File: src/rtl/i2c_bus_recover.sv
module i2c_bus_recover #(
  parameter int DIV_W      = 8,
  parameter int TMO_W      = 16,
  parameter int TMO_CYC    = 1000,
  parameter int MAX_PULSES = 9
) (
  input  logic             clk,
  input  logic             rst_n,
  input  logic             start,
  input  logic [DIV_W-1:0] half_div,
  input  logic             scl_in,
  input  logic             sda_in,
  output logic             scl_pull,
  output logic             sda_pull,
  output logic             done,
  output logic             ok,
  output logic             err_scl,
  output logic             err_sda
);
  localparam int PC_W = $clog2(MAX_PULSES + 1);
  localparam logic [TMO_W-1:0] TMO_LAST = TMO_W'(TMO_CYC - 1);
  localparam logic [PC_W-1:0]  PC_MAX   = PC_W'(MAX_PULSES);

  typedef enum logic [2:0] {
    S_IDLE, S_CHK, S_LOW, S_HIGH, S_SL1, S_SL2, S_SHI, S_SREL
  } st_t;

  st_t              st;
  logic [DIV_W-1:0] hp_q, cnt;
  logic [TMO_W-1:0] tcnt;
  logic [PC_W-1:0]  pcnt;

  wire half_end = (cnt == hp_q - 1'b1);
  wire tmo_hit  = (tcnt == TMO_LAST);

  assign scl_pull = (st == S_LOW) || (st == S_SL1) || (st == S_SL2);
  assign sda_pull = (st == S_SL2) || (st == S_SHI);

  always_ff @(posedge clk or negedge rst_n) begin
    if (!rst_n) begin
      st      <= S_IDLE;
      hp_q    <= '0;
      cnt     <= '0;
      tcnt    <= '0;
      pcnt    <= '0;
      done    <= 1'b0;
      ok      <= 1'b0;
      err_scl <= 1'b0;
      err_sda <= 1'b0;
    end else begin
      done <= 1'b0;
      case (st)
        S_IDLE: if (start) begin
          hp_q    <= (half_div == '0) ? DIV_W'(1) : half_div;
          cnt     <= '0;
          tcnt    <= '0;
          pcnt    <= '0;
          ok      <= 1'b0;
          err_scl <= 1'b0;
          err_sda <= 1'b0;
          st      <= S_CHK;
        end
        S_CHK: begin
          if (scl_in) begin
            cnt <= '0;
            st  <= sda_in ? S_SL1 : S_LOW;
          end else if (tmo_hit) begin
            err_scl <= 1'b1;
            done    <= 1'b1;
            st      <= S_IDLE;
          end else begin
            tcnt <= tcnt + 1'b1;
          end
        end
        S_LOW: begin
          if (half_end) begin
            cnt  <= '0;
            tcnt <= '0;
            pcnt <= pcnt + 1'b1;
            st   <= S_HIGH;
          end else begin
            cnt <= cnt + 1'b1;
          end
        end
        S_HIGH: begin
          if (!scl_in) begin
            if (tmo_hit) begin
              err_scl <= 1'b1;
              done    <= 1'b1;
              st      <= S_IDLE;
            end else begin
              tcnt <= tcnt + 1'b1;
            end
          end else if (half_end) begin
            cnt <= '0;
            if (sda_in) begin
              st <= S_SL1;
            end else if (pcnt == PC_MAX) begin
              err_sda <= 1'b1;
              done    <= 1'b1;
              st      <= S_IDLE;
            end else begin
              st <= S_LOW;
            end
          end else begin
            cnt <= cnt + 1'b1;
          end
        end
        S_SL1: begin
          if (half_end) begin
            cnt <= '0;
            st  <= S_SL2;
          end else begin
            cnt <= cnt + 1'b1;
          end
        end
        S_SL2: begin
          if (half_end) begin
            cnt  <= '0;
            tcnt <= '0;
            st   <= S_SHI;
          end else begin
            cnt <= cnt + 1'b1;
          end
        end
        S_SHI: begin
          if (!scl_in) begin
            if (tmo_hit) begin
              err_scl <= 1'b1;
              done    <= 1'b1;
              st      <= S_IDLE;
            end else begin
              tcnt <= tcnt + 1'b1;
            end
          end else if (half_end) begin
            cnt <= '0;
            st  <= S_SREL;
          end else begin
            cnt <= cnt + 1'b1;
          end
        end
        S_SREL: begin
          if (half_end) begin
            ok      <= sda_in;
            err_sda <= !sda_in;
            done    <= 1'b1;
            st      <= S_IDLE;
          end else begin
            cnt <= cnt + 1'b1;
          end
        end
        default: st <= S_IDLE;
      endcase
    end
  end

  a_r4_pulse_cap: assert property (@(posedge clk) disable iff (!rst_n)
    pcnt <= PC_MAX);

  a_r5_no_start: assert property (@(posedge clk) disable iff (!rst_n)
    $rose(sda_pull) |-> (scl_pull && $past(scl_pull)));

  a_r5_stop_edge: assert property (@(posedge clk) disable iff (!rst_n)
    $fell(sda_pull) |-> !scl_pull);

  a_r8_done_single: assert property (@(posedge clk) disable iff (!rst_n)
    done |=> !done);

  a_r8_one_flag: assert property (@(posedge clk) disable iff (!rst_n)
    done |-> ($countones({ok, err_scl, err_sda}) == 1));

  a_r1_idle_after_done: assert property (@(posedge clk) disable iff (!rst_n)
    done |-> (!scl_pull && !sda_pull));

endmodule

File: config.mk
export PLATFORM = sky130hd
export DESIGN_NAME = i2c_bus_recover
export DESIGN_NICKNAME = d
export VERILOG_FILES = /design/src/rtl/i2c_bus_recover.sv
export SDC_FILE = /design/constraint.sdc
export NUM_CORES = 1
export LEC_CHECK = 0
export BUFFER_PORTS_ARGS = -buffer_cell sky130_fd_sc_hd__buf_2
export CORE_ASPECT_RATIO = 0.9
export CORE_MARGIN = 2
export CORE_UTILIZATION = 40
export CTS_BUF_LIST = sky130_fd_sc_hd__clkbuf_4 sky130_fd_sc_hd__clkbuf_8
export DETAILED_ROUTE_END_ITERATION = 6
export PLACE_DENSITY_LB_ADDON = 0.3
export SLEW_MARGIN = 20
export SYNTH_ARGS = -nofsm -noshare
export SYNTH_HDL_FRONTEND = slang
export SYNTH_SLANG_ARGS = --single-unit
File: constraint.sdc
create_clock -name clk -period 3.1 [get_ports clk]
set_input_delay 0.155 -clock clk [delete_from_list [all_inputs] [get_ports clk]]
set_output_delay 0.155 -clock clk [all_outputs]
set_load 0.05 [all_outputs]
==> reports/qor.yml <==
status: "completed"
drt_iter0_drc: 98
crit_path_start_kind: "flip-flop"
fin_util_pct: 46.18
clkLatencyLatePin_ps: 300
finalSetupTns_ps: 0
critical_path.cell_chain: "inv_1, ha_1, xnor2_1, a211oi_2, o221ai_2, or3_4, a21oi_1, a2111oi_0"
via_per_inst: 5.646
antenna_found_initial: 0
final.fill_count: 653
root_buffer: "clkbuf_8"
timing.rr.end: "cnt[2]"
clkTransAtPathRegs_ps: 80
syn_inst: 315
period_share_pct: 84.87
yosys_register_bits: 43
min-delay-start: "half_div[7]"
die_w_um: 90.16
leakage_nw: 1.340
antenna_cells: 0
min_path_type: "in -> reg"
synth.distinct_cells: 52
hpwl_um: 4449
routabilityCongestion: 0.8362
num_rows: 28
wirelength_um: 6210
critPathRequiredTime_ps: 3250
hold_viol: 0
cp-startpoint: "hp_q[0]"
setup-violations-final: 0
cts_setup_buffers: 0
r2r_start: "hp_q[0]"
grt_pass1_vias: 2337
finalNetCount: 354
ys_seq_area_share_pct: 40.26
end_kind: "flip-flop"
synth_area_um2: 2673
drt-wirelength-per-cell_um: 14.54
syn_to_final_growth_pct: 12.59
crit_end: "cnt[2]"
pin_count: 19
cts_tree: "done"
final_max_slew_viol_count: 0
ys.flop_type: "dfrtp_1"
syn-num-nets: 333
cts_sinks: 43
dr.pass1.iters: 4
fp.dieH_um: 81.55
drive_gt1_share_pct: 13.65
peakVddDrop_uv: 628.1
ant_nets: 0
crit_path_top_delay_cell: "or3_4"
cp.arrival_ps: 2780
grt_overflow: 0
max-clock-path-buffers: 2
fmax_mhz: 380.1
worst_pin_slew_ps: 730.3
avgSynthCellArea_um2: 8.484
grt_pass1_wl_um: 11020
ff2ff_path_depth: 8
grtUsageTotal_pct: 18.47
rsz0062_at_grt: "no"
r2r_setup_slack_ps: 470
max_slew_margin_pct: 51.19
critPathKind: "reg -> reg"
critPathMaxFanout: 17
ys_async_sr_fraction_pct: 100.0
yosysWarnings: 0
power.density_nw_per_um2: 892.3
dieArea_um2: 7352
cts-htree-levels: 2
vias: 2411
cts_made_buffers: 5
numPortBuffers: 18
start_util_pct: 41.01
core_um2: 6516
synth_edf_count: 0
critical_path_depth: 8
drc: 0
path_buf_inv: 1
finClkSkew_ps: 9.292
finalCriticalPeriod_ps: 2631
cp_top_family: "compound AO/OA/AOI/OAI gates"
max_stage_delay_ps: 510
cap_violations: 0
grt_start_max_net_pins: 44
[sequential cells by signal, summed over array words and instances (netlist names)]
name / count
cnt: 8
st: 3
err_sda: 1
hp_q: 8
tcnt: 16
pcnt: 4
ok: 1
done: 1
err_scl: 1
[layout make-up]
cell class	instances	area (um2)	area share [%]
multi-input combinational	248	1513	50.27
clock buffer	7	96.34	3.202
tap	90	112.6	3.742
inverter	11	41.29	1.372
clock inverter	1	7.507	0.2495
sequential	43	1076	35.76
timing repair buffer	27	162.7	5.405
[routing by layer]
| metal | share of wire [%] | wire (um) | up-vias | global-route usage (%) |
|---|---|---|---|---|
| li1 | - | - | 1218 | - |
| met1 | 50 | 3089 | 1143 | 24.45 |
| met2 | 45 | 2819 | 38 | 30.30 |
| met3 | 2.9 | 177 | 12 | 3.211 |
| met4 | 2.0 | 124 | 0 | 8.000 |
| met5 | 0 | 0 | - | 0 |
[worst register-to-register path: stages, from the launching register on]
cell       delay (ps)
dfrtp_1           430
inv_1              80
ha_1              310
xnor2_1           140
a211oi_2          210
o221ai_2          150
or3_4             510
a21oi_1           520
a2111oi_0         140
[synth_stat cells (3+ instances only)]
cell type  count  area [um2]
dfrtp_1       43        1076
nand2_1       42       157.7
a21oi_1       26       130.1
nor2_1        21       78.83
o21ai_0       18       90.09
nand3_1       16       80.08
and3_1        12       75.07
inv_1         11       41.29
a31oi_1        8       50.05
clkbuf_1       8       30.03
nor4_1         7       43.79
or4_1          7       52.55
nor3_1         6       30.03
o21a_1         6       45.04
o31ai_1        6       45.04
ha_1           5       62.56
xor2_1         5       43.79
a22o_1         4       35.03
and4_1         4       35.03
buf_2          4       20.02
o22ai_1        4       25.02
or2_2          4       25.02
or3_1          4       25.02
xnor2_1        4       35.03
a41oi_1        3       26.28
nand4_1        3       18.77
o211ai_1       3       22.52
[cells in the final DEF (no fill, tap or decap), types with 5 or more instances in the layout]
| cell | count |
|---|---|
| nand2_1 | 42 |
| inv_1 | 11 |
| ha_1 | 5 |
| o31ai_1 | 6 |
| dfrtp_1 | 43 |
| nor3_1 | 6 |
| and3_1 | 12 |
| xor2_1 | 5 |
| nand3_1 | 16 |
| a31oi_1 | 8 |
| buf_2 | 17 |
| o21ai_0 | 18 |
| clkbuf_8 | 7 |
| a21oi_1 | 26 |
| buf_4 | 9 |
| nor2_1 | 21 |
| nor4_1 | 7 |
| o21a_1 | 6 |
| or4_1 | 7 |
[power breakdown]
| group | total (W) | switching [W] | internal [W] |
|---|---|---|---|
| Sequential | 0.000902 | 0.000187 | 0.000714 |
| Combinational | 0.00138 | 0.000853 | 0.000524 |
| Clock | 0.000406 | 0.000203 | 0.000203 |
[worst min path at each step]
| stage | slack, ps | cells after the start | endpoint |
|---|---|---|---|
| final | 50 | 3 | hp_q[7] |
| after global routing | 70 | 3 | hp_q[4] |
| after CTS | 40 | 3 | hp_q[6] |
| after detailed placement | 370 | 3 | hp_q[6] |
| after global placement | 360 | 3 | hp_q[4] |
| after floorplan | -140 | 0 | cnt[0] |
[per-stage QoR]
stage,power [W],cell area [um2],setup WS [ps],hold WS (ps),instances
2_1_floorplan,0.001910,2673,687.6,-140.6,315
3_3_place_gp,0.002252,2888,466.5,359.7,418
3_5_place_dp,0.002276,2888,331.0,365.2,418
4_1_cts,0.002690,2992,300.6,40.24,426
5_1_grt,0.002920,3009,85.13,70.16,427
6_report,0.002685,3009,469.1,51.63,427
[cell families (layout without fill, tap and decap cells)]
family	Yosys count	count (layout)	share of synthesized area [%]
DFF	43	43	40.26
xor gates and xnor gates	9	9	2.949
muxes	3	3	1.217
and+or+nand+nor	137	137	26.59
adders and majority gates	5	5	2.341
buffers and inverters	24	46	3.558
AOI/OAI and AO/OA	94	94	23.08
[timing repair]
item	in CTS	in global routing
endpoints found under the hold margin	0	43
hold buffers	0	1
resized for setup	0	1
setup endpoints to repair	0	1
Note: power is estimated with default switching activity, not from simulation.
